## src/rtl/i2c_byte_master.sv

```systemverilog
module i2c_byte_master #(
  parameter int DIV_W = 8
) (
  input  logic             clk,
  input  logic             rst_n,
  input  logic [DIV_W-1:0] quarter_div,
  input  logic             master_en,
  input  logic             tx_dir,
  input  logic             no_ack,
  input  logic             wr_stb,
  input  logic             rd_stb,
  input  logic [7:0]       wdata,
  output logic [7:0]       rdata,
  input  logic             done_clr,
  output logic             busy,
  output logic             done,
  output logic             ack_seen,
  output logic             scl_oe,
  output logic             sda_oe,
  input  logic             sda_in
);

  typedef enum logic [2:0] {S_IDLE, S_START, S_WAIT, S_BIT, S_STOP} st_t;

  localparam logic [3:0] LAST_BIT = 4'd8;

  st_t             st;
  logic [DIV_W-1:0] cnt;
  logic [1:0]       ph;
  logic [3:0]       idx;
  logic [7:0]       sh, rx_q;
  logic             go, go_rx, xrx, xnack;

  wire run    = (st == S_START) || (st == S_BIT) || (st == S_STOP);
  wire tick   = run && (cnt == quarter_div);
  wire last_q = tick && (ph == 2'd3);
  wire can_go = master_en && !go && (st != S_BIT);
  wire take_w = wr_stb && tx_dir && can_go;
  wire take_r = rd_stb && !tx_dir && can_go;

  assign rdata = rx_q;
  assign busy  = (st != S_IDLE);

  always_ff @(posedge clk or negedge rst_n) begin
    if (!rst_n) begin
      st       <= S_IDLE;
      cnt      <= '0;
      ph       <= 2'd0;
      idx      <= 4'd0;
      sh       <= 8'h00;
      rx_q     <= 8'h00;
      go       <= 1'b0;
      go_rx    <= 1'b0;
      xrx      <= 1'b0;
      xnack    <= 1'b0;
      done     <= 1'b0;
      ack_seen <= 1'b0;
    end else begin
      if (!run || tick) cnt <= '0;
      else              cnt <= cnt + 1'b1;
      if (!run)      ph <= 2'd0;
      else if (tick) ph <= ph + 2'd1;

      if (take_w) begin
        go    <= 1'b1;
        go_rx <= 1'b0;
        sh    <= wdata;
      end
      if (take_r) begin
        go    <= 1'b1;
        go_rx <= 1'b1;
      end
      if (done_clr) done <= 1'b0;

      case (st)
        S_IDLE:  if (master_en) st <= S_START;
        S_START: if (last_q) st <= S_WAIT;
        S_WAIT: begin
          if (go) begin
            st    <= S_BIT;
            go    <= 1'b0;
            xrx   <= go_rx;
            xnack <= no_ack;
            idx   <= 4'd0;
          end else if (!master_en) begin
            st <= S_STOP;
          end
        end
        S_BIT: begin
          if (tick && ph == 2'd2) begin
            if (xrx && idx < LAST_BIT)     sh       <= {sh[6:0], sda_in};
            if (!xrx && idx == LAST_BIT)   ack_seen <= !sda_in;
          end
          if (last_q) begin
            if (idx == LAST_BIT) begin
              st   <= S_WAIT;
              done <= 1'b1;
              if (xrx) rx_q <= sh;
            end else begin
              idx <= idx + 4'd1;
              if (!xrx) sh <= {sh[6:0], 1'b0};
            end
          end
        end
        S_STOP:  if (last_q) st <= S_IDLE;
        default: st <= S_IDLE;
      endcase
    end
  end

  always_comb begin
    scl_oe = 1'b0;
    sda_oe = 1'b0;
    case (st)
      S_START: begin
        scl_oe = (ph == 2'd3);
        sda_oe = ph[1];
      end
      S_WAIT: begin
        scl_oe = 1'b1;
        sda_oe = 1'b1;
      end
      S_BIT: begin
        scl_oe = (ph == 2'd0) || (ph == 2'd3);
        if (idx == LAST_BIT) sda_oe = xrx && !xnack;
        else                 sda_oe = !xrx && !sh[7];
      end
      S_STOP: begin
        scl_oe = (ph == 2'd0);
        sda_oe = !ph[1];
      end
      default: ;
    endcase
  end

  // SDA holds while SCL stays released inside a byte
  p_sda_steady_r10: assert property (@(posedge clk) disable iff (!rst_n)
    (st == S_BIT && $past(st == S_BIT) && !scl_oe && !$past(scl_oe)) |-> $stable(sda_oe));

  // completion only follows the ninth clock of a byte
  p_done_after_ninth_r8: assert property (@(posedge clk) disable iff (!rst_n)
    $rose(done) |-> ($past(st == S_BIT) && $past(idx == LAST_BIT)));

  // STOP is only entered with master enable low
  p_stop_needs_off_r9: assert property (@(posedge clk) disable iff (!rst_n)
    (st == S_STOP && $past(st == S_WAIT)) |-> !$past(master_en));

  // a read in transmit direction never queues a byte
  p_read_in_tx_r6: assert property (@(posedge clk) disable iff (!rst_n)
    (rd_stb && !wr_stb && tx_dir && !go) |=> !go);

  // START only follows master enable
  p_start_from_en_r2: assert property (@(posedge clk) disable iff (!rst_n)
    (st == S_START && $past(st == S_IDLE)) |-> $past(master_en));

  // a byte in flight blocks any new launch request
  p_no_queue_busy_r11: assert property (@(posedge clk) disable iff (!rst_n)
    (st == S_BIT && !go) |=> !go);

endmodule

```

## config.mk

```make
export PLATFORM = sky130hd
export DESIGN_NAME = i2c_byte_master
export DESIGN_NICKNAME = d
export VERILOG_FILES = /design/src/rtl/i2c_byte_master.sv
export SDC_FILE = /design/constraint.sdc
export NUM_CORES = 1
export LEC_CHECK = 0
export CAP_MARGIN = 20
export CORE_ASPECT_RATIO = 1.75
export CORE_UTILIZATION = 52
export DETAILED_ROUTE_END_ITERATION = 8
export GPL_ROUTABILITY_DRIVEN = 0
export PLACE_DENSITY = 0.79
export SYNTH_ARGS = -nofsm -noshare
export SYNTH_HDL_FRONTEND = slang
export SYNTH_SLANG_ARGS = --single-unit
```

## constraint.sdc

```tcl
create_clock -name clk -period 2.68 [get_ports clk]
set_clock_uncertainty 0.05 [all_clocks]
set_input_delay 0.536 -clock clk [delete_from_list [all_inputs] [get_ports clk]]
set_output_delay 0.536 -clock clk [all_outputs]
set_load 0.005 [all_outputs]
```

==> results of run 1 <==
-- repair_timing --
item / 4_1_cts / 5_1_grt
gates resized for setup: 3 / 0
buffers inserted: 1 / 0
endpoints found under the setup margin: 1 / 0
-- power groups by stage --
stage	Combinational, uW	Clock, uW	Sequential [uW]
floorplan	261	0	755
global placement	390	0	780
detailed placement	403	0	782
CTS	410	393	771
global route	447	420	784
finish	405	382	772
-- state kept, by name (all words and copies together), names as in the netlist, 2 cells and up --
name	cells
cnt	8
sh	8
rdata	8
idx	4
ph	2
st	3
-- final cells by class --
class | count | area (sq um)
fill | 329 | 1240
clock inverter | 3 | 15.0
multi-input combinational | 137 | 1060
timing repair buffer | 43 | 409
tap | 48 | 60.1
inverter | 11 | 41.3
clock buffer | 5 | 68.8
sequential | 39 | 976
-- Yosys cell counts (all sizes together) (2+ instances only) --
cell / number / share of area [%]
dfrtp: 39 / 46
mux2: 25 / 13
nor2: 17 / 3.0
xor2: 14 / 5.8
inv: 11 / 2.0
nand2: 10 / 1.8
nand3: 9 / 2.1
a21oi: 8 / 1.9
ha: 6 / 3.6
and3: 5 / 1.5
buf: 5 / 1.5
o21ai: 5 / 1.2
clkbuf: 4 / 0.71
and3b: 3 / 1.2
nand3b: 3 / 1.1
nor4: 3 / 1.5
xnor2: 3 / 1.2
a22o: 2 / 0.83
and2: 2 / 0.59
mux2i: 2 / 0.95
nand4: 2 / 1.3
nand4b: 2 / 0.83
nor3b: 2 / 0.95
o22ai: 2 / 0.59
-- kinds of logic after synthesis --
kind of cell	share of synthesized area [%]
xor+xnor	7.04
simple gates	17.0
mux	14.3
fa+ha+maj	3.55
flops	46.2
buf+inv	4.14
compound gates	7.87
-- critical path, cell delays in order (launching register included) --
cell and delay, ns:
sky130_fd_sc_hd__dfrtp_1 0.38, sky130_fd_sc_hd__inv_1 0.06, sky130_fd_sc_hd__ha_1 0.19, sky130_fd_sc_hd__and3b_2 0.27
sky130_fd_sc_hd__o31ai_2 0.20, sky130_fd_sc_hd__a22oi_1 0.09, sky130_fd_sc_hd__o22ai_1 0.22, sky130_fd_sc_hd__dlygate4sd2_1 0.26
-- routing by layer --
metal | global-route usage [%] | share of wire [%] | vias up
li1 | - | - | 760
met1 | 24.0 | 39 | 779
met2 | 41.1 | 55 | 36
met3 | 4.56 | 3.2 | 8
met4 | 11.9 | 2.0 | 0
met5 | 0 | 0 | -
-- stage by stage --
step	area (sq um)	power [uW]	std cells	utilization (%)
floorplan	2110	1020	196	-
global placement	2530	1170	277	65.5
detailed placement	2530	1190	277	65.5
CTS	2630	1570	286	68.0
global route	2630	1650	286	68.0
finish	2630	1560	286	68.0
-- path summary, 6_finish.rpt --
path                            cells after the start            startpoint  slack, ns                    to
max in group asynchronous                           1                 rst_n       1.74        done$_DFF_PN0_
worst max register to register                      5     st[2]$_DFFE_PN0P_       0.44       sh[5]$_DFF_PN0_
worst max-delay path                                7    idx[1]$_DFFE_PN0P_       0.12                sda_oe
worst min-delay path                                1                 rst_n       0.30  rdata[2]$_DFFE_PN0P_
min in group clk                                    1  rdata[1]$_DFFE_PN0P_       0.44  rdata[1]$_DFFE_PN0P_
worst min register to register                      1  rdata[1]$_DFFE_PN0P_       0.44  rdata[1]$_DFFE_PN0P_
==> results summary, run 1 <==
The worst max-slew margin expressed relative to the limit is 42.2%. The fraction of layout instances using a drive strength above 1 came out at 10.5%. The worst path arrival time came out at 1.97 ns. The post-layout minimum cycle time came out at 2.56 ns. The total die area came out at 4340 sq um. Compared with the post-synthesis result, the final layout area differs by 24.3%.

The starting density of the core came out at 54.7%. The wire length of the first global-routing pass came out at 7200 um. The average footprint of a synthesized cell is 10.8 sq um. The mapped netlist covers 2110 sq um.

The residual overflow from global routing is 0. The number of antenna violations at the first check in global routing came out at 0. The leakage component of the power came out at 0.00127 uW.

The residual antenna-violating net count after detailed routing is 0. 38 I/O pins were placed. Counting flops with a built-in enable in the synthesized netlist gives 0.

The power per standard cell area came out at 593 nW/um^2. The quantity of I/O buffers inserted on ports is 37. Internal power comes to 1060 uW. The number of warning messages in the yosys log is 0. Setup repair after global routing left no endpoint under its margin. The core box area is 3870 sq um. The routed wire length per instance came out at 15.3 um. The proportion of register bits with asynchronous set or reset after synthesis is 100%. The clock-pin slew on the worst setup and hold paths came out at 0.07 ns. The HPWL after detailed placement is 3290 um.

The transition time of the tightest slew-check pin is 0.866 ns. In this run the vertical extent of the chip is 86.4 um. The maximum clock insertion buffer count is 2. The worst-case vdd ir drop came out at 0.465 mV. The combinational power share is 26.0%.

Summed over all nets, the switching power comes to 500 uW. The max-cap check violation count came out at 0. The largest fanout of any net on the critical path is 6. For this run, the top clock speed supported by timing is 391 MHz. The predominant post-synthesis flop cell is sky130_fd_sc_hd__dfrtp_1. The run finished with clean final reports. In this run, synthesis produced a sequential element count of 39.

The number of nets in the synthesized netlist is 227. TritonCTS built the clock tree. The largest net degree at the start of global routing is 40.

The number of global-route vias before repair is 1578. The switching power as a share of total power came out at 32.1%. The share of the yosys chip area belonging to registers is 46.2%. OpenSTA, run right after detailed placement, puts the worst setup slack at 0.0715 ns. The DRC violation count after routing came out at 0.

The antenna diode instance count came out at 0. The clock network power share came out at 24.5%. The clock sink count is 39. Leaving out fill and tap cells, the most frequent cell in the layout is sky130_fd_sc_hd__dfrtp_1. The final number of hold-violating endpoints came to 0. Setup slack closes at 0.123 ns. STA classifies the critical path endpoint as an output port.

The worst hold margin is 0.298 ns. The sequential group share of total power came out at 49.5%. The number of unique standard cell types used by synthesis came out at 42. The level count of the clock H-tree came out at 2. The max-slew violation total from the final report is 0. The worst setup path is of the flip-flop to output port kind.

The cell row count is 30. The final routed wirelength across all metal layers is 4380 um. The min-delay analysis places its worst path in the category input port to asynchronous set/reset pin. The x dimension of the die is 50.2 um.

Synthesis handed over a netlist of 196 instances. In this run, CTS created clock tree buffers numbering 5. The pre-antenna-repair detailed-routing pass consisted of 4 iterations. Using the TritonRoute via totals, the vias-per-cell ratio works out to 5.53. Detailed routing inserted a total of 1583 vias. In this run, post-CTS hold repair placed 0 buffers.

After the last flow step, the layout net total stands at 268. Clock latency on the worst-skew pair, taken at its later pin, is 0.30 ns. Data on the critical path is required at its endpoint by 2.09 ns. The worst setup path is launched from a flip-flop. The post-route fraction of the period consumed by the critical path is 95.4%. The overall routing resource usage came out at 22.7%. The buffer cell driving the clock tree root is sky130_fd_sc_hd__clkbuf_8. The starting DRC count in detailed routing came out at 28. The final total negative setup slack came out at 0 ns. The number of setup violations in the final report came out at 0.

The top cell types in the final layout, fill and taps aside, are sky130_fd_sc_hd__dfrtp_1 (39), sky130_fd_sc_hd__clkdlybuf4s50_1 (35), sky130_fd_sc_hd__mux2_1 (22).
(Power assumes the default switching activity.)
==> run 2, diff against run 1 <==
- CAP_MARGIN: 20 -> default
- CTS_CLUSTER_DIAMETER: default -> 120
==> results of run 2 <==
No change in the layout: final DEF, timing and power equal those of run 1.
